===== src/rtl/opstat_pkg.sv =====
package opstat_pkg;

  typedef enum logic [1:0] {
    MODE_ARRAY = 2'd0,
    MODE_BUSY  = 2'd1,
    MODE_FAIL  = 2'd2,
    MODE_ABORT = 2'd3
  } mode_e;

  typedef enum logic [1:0] {
    OP_PROG      = 2'd0,
    OP_ERASE     = 2'd1,
    OP_WBUF      = 2'd2,
    OP_SUSP_PROG = 2'd3
  } op_e;

  localparam int BIT_TOGGLE = 6;
  localparam int BIT_LIMIT  = 5;
  localparam int BIT_ABORT  = 1;

  // A request is unreachable when any bit must rise from 0 to 1.
  function automatic logic needs_raise(input logic [63:0] want, input logic [63:0] have);
    return |(want & ~have);
  endfunction

  // Only erase may raise bits, so only non-erase kinds can be stuck.
  function automatic logic kind_programs(input op_e kind);
    return kind != OP_ERASE;
  endfunction

  function automatic logic [7:0] status_byte(input logic tog, input logic lim, input logic abt);
    logic [7:0] s;
    s = '0;
    s[BIT_TOGGLE] = tog;
    s[BIT_LIMIT]  = lim;
    s[BIT_ABORT]  = abt;
    return s;
  endfunction

endpackage


===== src/rtl/opstat_pulse_cnt.sv =====
module opstat_pulse_cnt #(
  parameter int LIMIT = 8
) (
  input  logic clk,
  input  logic rst_n,
  input  logic clear,
  input  logic step,
  output logic at_last
);
  localparam int CNT_W = (LIMIT < 2) ? 1 : $clog2(LIMIT + 1);
  localparam logic [CNT_W-1:0] LAST = CNT_W'(LIMIT - 1);

  logic [CNT_W-1:0] cnt_q;

  always_ff @(posedge clk or negedge rst_n) begin
    if (!rst_n)        cnt_q <= '0;
    else if (clear)    cnt_q <= '0;
    else if (step)     cnt_q <= cnt_q + CNT_W'(1);
  end

  assign at_last = (cnt_q == LAST);
endmodule


===== src/rtl/opstat_ctrl.sv =====
module opstat_ctrl
  import opstat_pkg::*;
#(
  parameter int DATA_W = 16,
  parameter int LIMIT  = 8
) (
  input  logic              clk,
  input  logic              rst_n,
  input  logic              op_start,
  input  logic [1:0]        op_kind,
  input  logic [DATA_W-1:0] prog_data,
  input  logic [DATA_W-1:0] cell_data,
  input  logic              pulse,
  input  logic              op_done,
  input  logic              wbuf_abort,
  input  logic              rst_cmd,
  input  logic              abort_rst_cmd,
  output mode_e             mode_q,
  output logic              susp_q,
  output logic              start_ok,
  output logic              abort_ok,
  output logic              done_ok,
  output logic              limit_hit,
  output logic              clr_fail,
  output logic              clr_abort
);
  op_e   kind_q;
  logic  stuck_q;
  logic  at_last;
  logic  busy;
  logic  start_stuck;
  mode_e mode_d;

  assign busy        = (mode_q == MODE_BUSY);
  assign start_ok    = (mode_q == MODE_ARRAY) && op_start;
  assign start_stuck = kind_programs(op_e'(op_kind)) &&
                       needs_raise(64'(prog_data), 64'(cell_data));
  assign abort_ok    = busy && wbuf_abort && (kind_q == OP_WBUF);
  assign done_ok     = busy && op_done && !stuck_q;
  assign limit_hit   = busy && pulse && at_last;
  assign clr_fail    = (mode_q == MODE_FAIL) && rst_cmd;
  assign clr_abort   = (mode_q == MODE_ABORT) && abort_rst_cmd;

  opstat_pulse_cnt #(.LIMIT(LIMIT)) u_cnt (
    .clk     (clk),
    .rst_n   (rst_n),
    .clear   (start_ok),
    .step    (busy && pulse),
    .at_last (at_last)
  );

  always_comb begin
    mode_d = mode_q;
    unique case (mode_q)
      MODE_ARRAY: if (start_ok) mode_d = MODE_BUSY;
      MODE_BUSY: begin
        if (abort_ok)       mode_d = MODE_ABORT;
        else if (done_ok)   mode_d = MODE_ARRAY;
        else if (limit_hit) mode_d = MODE_FAIL;
      end
      MODE_FAIL:  if (clr_fail)  mode_d = MODE_ARRAY;
      MODE_ABORT: if (clr_abort) mode_d = MODE_ARRAY;
      default:    mode_d = MODE_ARRAY;
    endcase
  end

  always_ff @(posedge clk or negedge rst_n) begin
    if (!rst_n) begin
      mode_q  <= MODE_ARRAY;
      kind_q  <= OP_PROG;
      stuck_q <= 1'b0;
      susp_q  <= 1'b0;
    end else begin
      mode_q <= mode_d;
      if (start_ok) begin
        kind_q  <= op_e'(op_kind);
        stuck_q <= start_stuck;
        susp_q  <= 1'b0;
      end else if (clr_fail) begin
        susp_q <= (kind_q == OP_SUSP_PROG);
      end
    end
  end
endmodule


===== src/rtl/opstat_toggle.sv =====
module opstat_toggle (
  input  logic clk,
  input  logic rst_n,
  input  logic clear,
  input  logic flip,
  output logic tog_q
);
  always_ff @(posedge clk or negedge rst_n) begin
    if (!rst_n)     tog_q <= 1'b0;
    else if (clear) tog_q <= 1'b0;
    else if (flip)  tog_q <= ~tog_q;
  end
endmodule


===== src/rtl/opstat_readout.sv =====
module opstat_readout
  import opstat_pkg::*;
#(
  parameter int DATA_W = 16
) (
  input  logic              clk,
  input  logic              rst_n,
  input  logic              rd_stb,
  input  mode_e             mode_q,
  input  logic              tog_q,
  input  logic [DATA_W-1:0] array_data,
  output logic              rd_valid,
  output logic [DATA_W-1:0] rd_data
);
  logic [DATA_W-1:0] status_w;

  assign status_w = DATA_W'(status_byte(tog_q, mode_q == MODE_FAIL, mode_q == MODE_ABORT));

  always_ff @(posedge clk or negedge rst_n) begin
    if (!rst_n) begin
      rd_valid <= 1'b0;
      rd_data  <= '0;
    end else begin
      rd_valid <= rd_stb;
      if (rd_stb) rd_data <= (mode_q == MODE_ARRAY) ? array_data : status_w;
    end
  end
endmodule


===== src/rtl/opstat_gen.sv =====
module opstat_gen
  import opstat_pkg::*;
#(
  parameter int DATA_W      = 16,
  parameter int PULSE_LIMIT = 8
) (
  input  logic              clk,
  input  logic              rst_n,
  input  logic              op_start,
  input  logic [1:0]        op_kind,
  input  logic [DATA_W-1:0] prog_data,
  input  logic [DATA_W-1:0] cell_data,
  input  logic              pulse,
  input  logic              op_done,
  input  logic              wbuf_abort,
  input  logic              rst_cmd,
  input  logic              abort_rst_cmd,
  input  logic              rd_stb,
  input  logic [DATA_W-1:0] array_data,
  output logic              rd_valid,
  output logic [DATA_W-1:0] rd_data,
  output logic [1:0]        mode,
  output logic              susp_read
);
  mode_e mode_q;
  logic  tog_q;
  logic  start_ok, abort_ok, done_ok, limit_hit, clr_fail, clr_abort;
  logic  status_rd;

  assign status_rd = rd_stb && (mode_q != MODE_ARRAY);

  opstat_ctrl #(.DATA_W(DATA_W), .LIMIT(PULSE_LIMIT)) u_ctrl (
    .clk           (clk),
    .rst_n         (rst_n),
    .op_start      (op_start),
    .op_kind       (op_kind),
    .prog_data     (prog_data),
    .cell_data     (cell_data),
    .pulse         (pulse),
    .op_done       (op_done),
    .wbuf_abort    (wbuf_abort),
    .rst_cmd       (rst_cmd),
    .abort_rst_cmd (abort_rst_cmd),
    .mode_q        (mode_q),
    .susp_q        (susp_read),
    .start_ok      (start_ok),
    .abort_ok      (abort_ok),
    .done_ok       (done_ok),
    .limit_hit     (limit_hit),
    .clr_fail      (clr_fail),
    .clr_abort     (clr_abort)
  );

  opstat_toggle u_tog (
    .clk   (clk),
    .rst_n (rst_n),
    .clear (start_ok),
    .flip  (status_rd),
    .tog_q (tog_q)
  );

  opstat_readout #(.DATA_W(DATA_W)) u_rd (
    .clk        (clk),
    .rst_n      (rst_n),
    .rd_stb     (rd_stb),
    .mode_q     (mode_q),
    .tog_q      (tog_q),
    .array_data (array_data),
    .rd_valid   (rd_valid),
    .rd_data    (rd_data)
  );

  assign mode = mode_q;
endmodule


===== config.mk =====
export PLATFORM = sky130hd
export DESIGN_NAME = opstat_gen
export DESIGN_NICKNAME = d
export VERILOG_FILES = /design/src/rtl/opstat_pkg.sv /design/src/rtl/opstat_pulse_cnt.sv /design/src/rtl/opstat_ctrl.sv /design/src/rtl/opstat_toggle.sv /design/src/rtl/opstat_readout.sv /design/src/rtl/opstat_gen.sv
export SDC_FILE = /design/constraint.sdc
export NUM_CORES = 1
export LEC_CHECK = 0
export ABC_AREA = 1
export ABC_CLOCK_PERIOD_IN_PS = 1600
export BUFFER_PORTS_ARGS = -buffer_cell sky130_fd_sc_hd__buf_4
export CORE_ASPECT_RATIO = 1.4
export CORE_MARGIN = 2
export CORE_UTILIZATION = 30
export CTS_CLUSTER_SIZE = 40
export DETAILED_ROUTE_END_ITERATION = 8
export PLACE_DENSITY = 0.68
export REMOVE_ABC_BUFFERS = 1
export SETUP_SLACK_MARGIN = 0.05
export SLEW_MARGIN = 20
export SYNTH_ARGS = -nofsm -noshare
export SYNTH_HDL_FRONTEND = slang
export SYNTH_SLANG_ARGS = --single-unit

===== constraint.sdc =====
create_clock -name clk -period 1.6 [get_ports clk]
set_clock_uncertainty 0.1 [all_clocks]
set_input_delay 0.32 -clock clk [delete_from_list [all_inputs] [get_ports clk]]
set_output_delay 0.32 -clock clk [all_outputs]
set_load 0.02 [all_outputs]

==> results_dict.tcl, run 1 <==
set metrics [dict create \
    maxSlewViolCount 0 \
    dieWidth_um 62.6 \
    first_global_vias 1374 \
    synth_flop_cell "dfrtp_1" \
    synthCells 188 \
    yosysTopAreaCellShare 0.485 \
    dp_cells 325 \
    period_share 0.919 \
    synth_seq_area_share 0.485 \
    dp_hpwl_um 2730 \
    drtPass1Iterations 4 \
    maxCapViolCount 0 \
    min_period_ps 1470 \
    io_pins 79 \
    leakagePower_nw 1.23 \
    drive_gt1_frac 0.351 \
    path_cells "buf_4 -> buf_4" \
    ys_warn_count 0 \
    clkTransAtPathRegs_ps 90 \
    syn_area_um2 1440 \
    setup_tns_ps 0 \
    cts_resized 0 \
    fin_nets 329 \
    r2r-start "u_ctrl.mode_q[0]" \
    synth-xor-area-share 0.0121 \
    final_util 0.473 \
    grt_antenna_before_repair 0 \
    fp.dieH_um 86.1 \
    hold_viol_final 0 \
    via_per_inst 4.37 \
    ys_ff_latch 28 \
    crit_fanout 8 \
    synth_top_family_by_area "simple AND/OR/NAND/NOR gates" \
    dieArea_um2 5390 \
    required_ps 1180 \
    core_um2 4570 \
    worstSetupPathType "reg2out" \
    whs_path_depth 3 \
    grt_max_degree 29 \
    start_util 0.316 \
    worstHoldPathType "in2reg" \
    min_to "u_rd.rd_data[14]" \
    synth_mux_area_frac 0 \
    async_flop_share 1.00 \
    dpl-instance-area_um2 2100 \
    p_per_area_nw_per_um2 1300 \
    synth-edff-count 0 \
    clockRootBuffer "clkbuf_8" \
    routed_wl_um 3370 \
    max_slew.worst_pin.slew_ps 353 \
    max_freq_ghz 0.680 \
    critPathLaunchType "flip-flop" \
    pre_cts_slack_ps 236 \
    ys_top_cells_by_count "nand2_1 (64), dfrtp_1 (28), nand3_1 (25), inv_1 (22), nor2_1 (8)" \
    ant_nets 0 \
    first_iter_violations 62 \
    nFillCells 471 \
    slowest_delay_ps 430 \
    clock-sinks 28 \
    hold_start "array_data[14]" \
    r2r_end "u_ctrl.mode_q[0]" \
    synthAdderAreaFrac 0.00867 \
    rsz0062_at_grt "false" \
    grt_util_all_layers 0.130 \
    cts_tree "done" \
    status "complete, no violations" \
    finalInstanceArea_um2 2160 \
    clk_path_buf_depth 2 \
    maxSlewHeadroom 0.765 \
    cp-end-kind "primary output" \
    grt_overflow 0 \
    synthMostInstantiatedCell "nand2_1" \
    grt_pass1_wl_um 5740 \
    io_buffers 78 \
    synth_compound_area_frac 0.0615 \
    via_count 1442 \
    setup_viol 0 \
    worst_slack_ps 129 \
    ys_top_cells_by_area "dfrtp_1 (49%), nand2_1 (17%), nand3_1 (8.7%)" \
    yosys.area_share.simple 0.347 \
    gp_congestion 0.793 \
    rows 29 \
    cp_common_cell "buf_4" \
    instances_no_fill 330 \
    reg2reg_depth 7 \
    reg2reg_slack_ps 240 \
    clk_latency_ps 270 \
    crit_path_top_delay_cell "dfrtp_1" \
    syn_area_per_cell_um2 7.68 \
    max-vdd-ir-drop_mv 0.422 \
    diodes 0 \
    post-cts-setup-buffers 0 \
    syn_to_final_growth_pct 49.7 \
    post-route-drc-count 0 \
    yosys.area.top_type "dfrtp_1" \
    cts_made_buffers 3 \
    h-tree-depth 1 \
    synth.distinct_cells 27 \
    cp.arrival_ps 1050 \
    cts_hold_buf 1 \
    wire_per_inst_um 10.2 \
]
==> placed cells by master, fill, tap and decap left out, drive strengths merged <==
cell	n
dfrtp	28
nor2	12
clkinv	1
a21oi	6
o21ai	9
nand3	25
a31oi	1
or2	1
and3	1
xor2	1
ha	1
xnor2	1
clkbuf	4
buf	80
dlygate4sd3	1
nand3b	2
inv	25
nand4	1
o31ai	1
nand2	67
==> critical path, delay by kind of cell, from the launching register on <==
family | cells | cell delay, ps
flip-flops | 1 | 430
buffers and inverters | 2 | 360
==> cell families (layout without fill, tap and decap cells) <==
logic type	after synthesis	count (layout)
adders and majority gates	1	1
AOI/OAI and AO/OA	17	17
buffers and inverters	31	111
DFF	28	28
xor gates and xnor gates	2	2
and+or+nand+nor	109	109
==> worst max path at each step <==
stage / from / end / depth (start not counted)
3_3_place_gp: u_ctrl.mode_q[0] / u_ctrl.mode_q[0] / 7
3_5_place_dp: u_ctrl.mode_q[0] / u_ctrl.mode_q[0] / 7
2_1_floorplan: u_ctrl.mode_q[1] / u_ctrl.mode_q[1] / 5
6_report: u_ctrl.mode_q[1] / mode[1] / 2
4_1_cts: u_ctrl.mode_q[1] / mode[1] / 2
5_1_grt: u_ctrl.mode_q[1] / mode[1] / 2
==> area by class of cell <==
cell class,count,area [µm²],share of cell area
flip-flops and latches,28,701,0.324
multi-input cells,129,621,0.287
inverters,26,97.6,0.0451
clock buffers,4,55.1,0.0255
well taps,62,77.6,0.0359
repair buffers,81,611,0.282
==> sequential cells by signal, summed over array words and instances, names as in the netlist <==
signal	flops
u_ctrl.kind_q	2
u_ctrl.mode_q	2
u_ctrl.stuck_q	1
u_ctrl.susp_q	1
u_ctrl.u_cnt.cnt_q	4
u_rd.rd_data	16
u_rd.rd_valid	1
u_tog.tog_q	1
==> metal layers <==
metal | share of wire | track usage | up-vias
met5 | 0 | 0 | -
met4 | 0.0050 | 0.0303 | 0
met3 | 0.11 | 0.0394 | 2
met2 | 0.48 | 0.234 | 73
met1 | 0.41 | 0.153 | 621
li1 | - | - | 746
==> metrics by stage <==
| stage | hold WS (ps) | power [W] |
|---|---|---|
| 2_1_floorplan | -75.6 | 0.00185 |
| 3_3_place_gp | 156 | 0.00239 |
| 3_5_place_dp | 157 | 0.00241 |
| 4_1_cts | 167 | 0.00285 |
| 5_1_grt | 164 | 0.00303 |
| 6_report | 170 | 0.00281 |
==> power by group <==
part | switching (W) | internal [W] | total, W
sequential | 0.000158 | 0.000933 | 0.00109
clock | 0.000209 | 0.000220 | 0.000429
combinational | 0.000737 | 0.000552 | 0.00129
(Power assumes the default switching activity.)
==> run 2, diff against run 1 <==
--- a/config.mk
+++ b/config.mk
@@ -6,14 +6,14 @@
 export NUM_CORES = 1
 export LEC_CHECK = 0
 export ABC_AREA = 1
-export ABC_CLOCK_PERIOD_IN_PS = 1600
+export ABC_CLOCK_PERIOD_IN_PS = 1400
 export BUFFER_PORTS_ARGS = -buffer_cell sky130_fd_sc_hd__buf_4
 export CORE_ASPECT_RATIO = 1.4
 export CORE_MARGIN = 2
-export CORE_UTILIZATION = 30
+export CORE_UTILIZATION = 44
 export CTS_CLUSTER_SIZE = 40
 export DETAILED_ROUTE_END_ITERATION = 8
-export PLACE_DENSITY = 0.68
+export PLACE_DENSITY = 0.89
 export REMOVE_ABC_BUFFERS = 1
 export SETUP_SLACK_MARGIN = 0.05
 export SLEW_MARGIN = 20
==> constraint.sdc (replaced) <==
create_clock -name clk -period 1.4 [get_ports clk]
set_clock_uncertainty 0.1 [all_clocks]
set_input_delay 0.28 -clock clk [delete_from_list [all_inputs] [get_ports clk]]
set_output_delay 0.28 -clock clk [all_outputs]
set_load 0.02 [all_outputs]
==> run 2 against run 1 <==
- worst setup slack worse by 51 ps
- routed wire length up 8.3%
- global-route usage up 8.0 points
- cell area up 1.9%
==> results_dict.tcl, run 2 (synthesis gave the netlist of run 1 again) <==
set metrics [dict create \
    largest_register_ffs 16 \
    first_global_vias 1576 \
    grt_pass1_wl_um 6020 \
    layout_common_cells "buf_4 (82), nand2_1 (64), dfrtp_1 (26)" \
    seq_area_um2 703 \
    maxSlewViolCount 0 \
    leakagePower_nw 1.27 \
    fp.dieH_um 71.8 \
    via_per_inst 4.95 \
    grt_antenna_before_repair 0 \
    start_util 0.462 \
    layout_commonest_cell "buf_4" \
    wire_per_inst_um 11.7 \
    grt_util_all_layers 0.211 \
    diodes 0 \
    top_register "u_rd.rd_data" \
    worst_slack_ps 78.8 \
    ant_nets 0 \
    cp-end-kind "primary output" \
    clkPwrFrac 0.182 \
    crit_family "flip-flops" \
    io_pins 79 \
    clockRootBuffer "clkbuf_8" \
    post-route-drc-count 0 \
    crit_path_top_delay_cell "dfrtp_2" \
    nFillCells 246 \
    maxSlewHeadroom 0.765 \
    slowest_delay_ps 480 \
    maxCapViolCount 0 \
    dp_hpwl_um 2890 \
    period_share 0.944 \
    critPathLaunchType "flip-flop" \
    clock-sinks 28 \
    grt_max_degree 29 \
    drtPass1Iterations 4 \
    worstHoldPathType "in2reg" \
    power.internal_w 0.00218 \
    path_cells "buf_4" \
    crit_buf_inv 1 \
    p_per_area_nw_per_um2 1600 \
    max_slew.worst_pin.slew_ps 352 \
    crit_fanout 6 \
    multi_input_area_um2 626 \
    clkTransAtPathRegs_ps 100 \
    dieWidth_um 52.4 \
    via_count 1541 \
    cts_tree "done" \
    rsz0062_at_grt "true" \
    gp_congestion 0.710 \
    max-vdd-ir-drop_mv 0.894 \
    min_period_ps 1320 \
    hold_viol_final 0 \
    drive_gt1_frac 0.368 \
    p_sw_w 0.00134 \
    cp.arrival_ps 940 \
    rows 24 \
    worstSetupPathType "reg2out" \
    seq_power_share 0.358 \
    whs_ps 118 \
    cts_made_buffers 3 \
    routed_wl_um 3650 \
    p_sw_frac 0.381 \
    dieArea_um2 3760 \
    setup_viol 0 \
    grt_overflow 0 \
    fin_nets 333 \
    h-tree-depth 1 \
    io_buffers 78 \
    clk_latency_ps 280 \
    first_iter_violations 27 \
    core_um2 3120 \
    reg_top3 "u_rd.rd_data x16, u_ctrl.u_cnt.cnt_q x4" \
    max_freq_ghz 0.757 \
    required_ps 1020 \
    p_comb_frac 0.460 \
    status "complete, no violations" \
    syn_to_final_growth_pct 52.6 \
    pre_cts_slack_ps 47.1 \
    clk_path_buf_depth 2 \
]
[run 2: cell types whose count changed in the layout (fill, tap and decap cells not counted), sizes merged]
cell    delta
bufinv     +1
clkbuf     -1
buf        +4
[run 2: final timing paths]
kind	endpoint	slack, ps	cells past startpoint	startpoint
min in group asynchronous	u_rd.rd_data[12]	340	2	rst_n
worst min register to register	u_ctrl.stuck_q	380	2	u_ctrl.stuck_q
worst max register to register	u_tog.tog_q	110	5	u_ctrl.mode_q[1]
worst min-delay path	u_rd.rd_data[7]	120	3	array_data[7]
worst max-delay path	mode[1]	80	1	u_ctrl.mode_q[1]
max in group asynchronous	u_ctrl.mode_q[1]	570	2	rst_n
[run 2: metrics by stage]
step	area, µm²	cells	utilization	setup TNS [ps]	power (W)
after detailed placement	2100	305	0.673	0	0.00282
after CTS	2190	310	0.700	0	0.00347
after floorplan	1420	183	-	-670	0.00212
final	2200	311	0.706	0	0.00352
after global placement	2100	305	0.673	0	0.00277
after global routing	2200	311	0.706	0	0.00377
[run 2: repair_timing]
item / in CTS / in global routing
hold buffers: 1 / 0
endpoints found under the hold margin: 28 / 0
endpoints found under the setup margin: 5 / 5
buffers inserted: 0 / 1
resized for setup: 2 / 2
pin swaps: 0 / 5
[run 2: area by class of cell]
type                       instances  share of cell area
multi-input combinational        129               0.284
clock buffer                       3              0.0187
clock inverter                     1              0.0136
tap                               39              0.0221
inverter                          26              0.0443
sequential                        28               0.319
timing repair buffer              85               0.298
[run 2: power groups by stage]
stage | sequential (W) | combinational, W | clock, W
6_report | 0.00126 | 0.00162 | 0.000640
5_1_grt | 0.00129 | 0.00180 | 0.000681
4_1_cts | 0.00126 | 0.00156 | 0.000643
3_5_place_dp | 0.00127 | 0.00155 | 0
3_3_place_gp | 0.00126 | 0.00150 | 0
2_1_floorplan | 0.00148 | 0.000638 | 0
[run 2: per-layer routing]
layer	part of all wire	track usage
met1	0.38	0.212
met2	0.52	0.413
met3	0.084	0.0375
met4	0.013	0.0684
met5	0	0
==> run 3, diff against run 2 <==
--- a/config.mk
+++ b/config.mk
@@ -8,12 +8,13 @@
 export ABC_AREA = 1
 export ABC_CLOCK_PERIOD_IN_PS = 1400
 export BUFFER_PORTS_ARGS = -buffer_cell sky130_fd_sc_hd__buf_4
+export CAP_MARGIN = 20
 export CORE_ASPECT_RATIO = 1.4
-export CORE_MARGIN = 2
 export CORE_UTILIZATION = 44
 export CTS_CLUSTER_SIZE = 40
 export DETAILED_ROUTE_END_ITERATION = 8
 export PLACE_DENSITY = 0.89
+export RECOVER_POWER = 100
 export REMOVE_ABC_BUFFERS = 1
 export SETUP_SLACK_MARGIN = 0.05
 export SLEW_MARGIN = 20
==> run 3 against run 2 <==
- cell area is 4.8% lower
- count of clock-buffer cells in the layout is 1 higher
- core utilization is 3.4 points lower
- largest cell class unchanged
- largest power group unchanged
==> results_dict.tcl, run 3 (synthesis gave the netlist of run 1 again) <==
set metrics [dict create \
    clk_path_buf_depth 2 \
    drtPass1Iterations 6 \
    grt_max_degree 29 \
    fp.dieH_um 69.8 \
    grt_pass1_wl_um 5550 \
    reg_top3 "u_rd.rd_data x16, u_ctrl.u_cnt.cnt_q x4" \
    top_register "u_rd.rd_data" \
    drive_gt1_frac 0.299 \
    layout_common_cells "nand2_1 (62), buf_4 (59), dfrtp_1 (26)" \
    worstHoldPathType "in2reg" \
    syn_to_final_growth_pct 45.2 \
    min_period_ps 1320 \
    setup_tns_ps 0 \
    io_buffers 78 \
    path_cells "clkbuf_2" \
    critPathLaunchType "flip-flop" \
    first_global_vias 1418 \
    fin_nets 332 \
    routed_wl_um 3440 \
    maxSlewHeadroom 0.564 \
    diodes 0 \
    cts_tree "done" \
    via_count 1492 \
    dieArea_um2 3520 \
    start_util 0.462 \
    via_per_inst 4.81 \
    period_share 0.943 \
    largest_register_ffs 16 \
    dp_hpwl_um 2750 \
    max_freq_ghz 0.757 \
    max_slew.worst_pin.slew_ps 654 \
    grt_overflow 0 \
    gp_congestion 0.787 \
    crit_buf_inv 1 \
    rows 24 \
    grt_antenna_before_repair 0 \
    clockRootBuffer "clkbuf_8" \
    clkTransAtPathRegs_ps 90 \
    leakagePower_nw 1.17 \
    cts_made_buffers 3 \
    maxCapViolCount 0 \
    wire_per_inst_um 11.1 \
    io_pins 79 \
    setup_viol 0 \
    crit_fanout 7 \
    nFillCells 291 \
    worstSetupPathType "reg2out" \
    max-vdd-ir-drop_mv 0.788 \
    core_um2 3120 \
    layout_commonest_cell "nand2_1" \
    post-route-drc-count 0 \
    cp.arrival_ps 940 \
    crit_path_top_delay_cell "dfrtp_2" \
    p_per_area_nw_per_um2 1510 \
    rsz0062_at_grt "true" \
    clk_latency_ps 270 \
    hold_viol_final 0 \
    grt_util_all_layers 0.203 \
    slowest_delay_ps 470 \
    clock-sinks 28 \
    status "complete, no violations" \
    required_ps 1020 \
    first_iter_violations 18 \
    h-tree-depth 1 \
    maxSlewViolCount 0 \
    crit_family "flip-flops" \
    cp-end-kind "primary output" \
    dieWidth_um 50.4 \
    dpl-instance-area_um2 2100 \
    finalInstanceArea_um2 2100 \
    ant_nets 0 \
]
-- run 3: cell count changes in the layout (fill, tap and decap cells not counted), moves of 2 or more --
| cell | change |
|---|---|
| o21ai_0 | +3 |
| inv_2 | -2 |
| nand2_1 | -2 |
| clkbuf_2 | +4 |
| o21ai_1 | -3 |
| clkbuf_1 | +19 |
| buf_4 | -23 |
| nand2_2 | +3 |
-- run 3: worst paths after layout --
kind	from	endpoint	slack, ps	cells after the start
min in group asynchronous	rst_n	u_rd.rd_data[2]	470	2
max in group asynchronous	rst_n	u_ctrl.mode_q[1]	260	2
setup reg to reg	u_ctrl.mode_q[0]	u_rd.rd_data[1]	90	4
hold reg to reg	u_tog.tog_q	u_tog.tog_q	370	1
setup / recovery	u_ctrl.mode_q[0]	mode[0]	80	1
hold / removal	array_data[0]	u_rd.rd_data[0]	140	3
-- run 3: power breakdown --
part	leakage, nW	switching [W]	total [W]	internal [W]
registers	0.358	0.000197	0.00127	0.00107
clock network	0.0288	0.000224	0.000475	0.000251
logic	0.787	0.000888	0.00143	0.000543
-- run 3: repair_timing --
| item | in CTS | in global routing |
|---|---|---|
| pin swaps | 0 | 5 |
| setup endpoints to repair | 1 | 6 |
| endpoints found under the hold margin | 28 | 0 |
| hold buffers | 1 | 0 |
| gates resized for setup | 1 | 5 |
| setup buffers | 0 | 1 |
-- run 3: final cells by class --
cell class	count	area, µm²	share of cell area
inverter	26	100	0.0477
sequential	28	703	0.335
tap	39	48.8	0.0233
timing repair buffer	84	564	0.269
multi-input combinational	129	626	0.298
clock buffer	4	55.1	0.0263
-- run 3: through the flow --
stage                     hold slack (ps)  utilization  total power [W]  setup slack (ps)  cells
after floorplan                      -116            -          0.00212              -117    183
after global placement                110        0.671          0.00277               112    304
after detailed placement              110        0.671          0.00283              84.8    304
after CTS                             129        0.692          0.00332              71.5    309
after global routing                  132        0.671          0.00341              20.8    310
final                                 136        0.671          0.00317              79.8    310
-- run 3: worst register-to-register path, stage by stage, from the launching register on --
cell and delay (ps):
dfrtp_2 480, nor2_4 160, clkbuf_1 270, nand2_1 80
a21oi_1 160
-- run 3: per-layer routing --
layer	global-route usage	wire, µm
met5	0	0
met4	0.0741	23
met3	0.0395	277
met2	0.379	1760
met1	0.216	1370
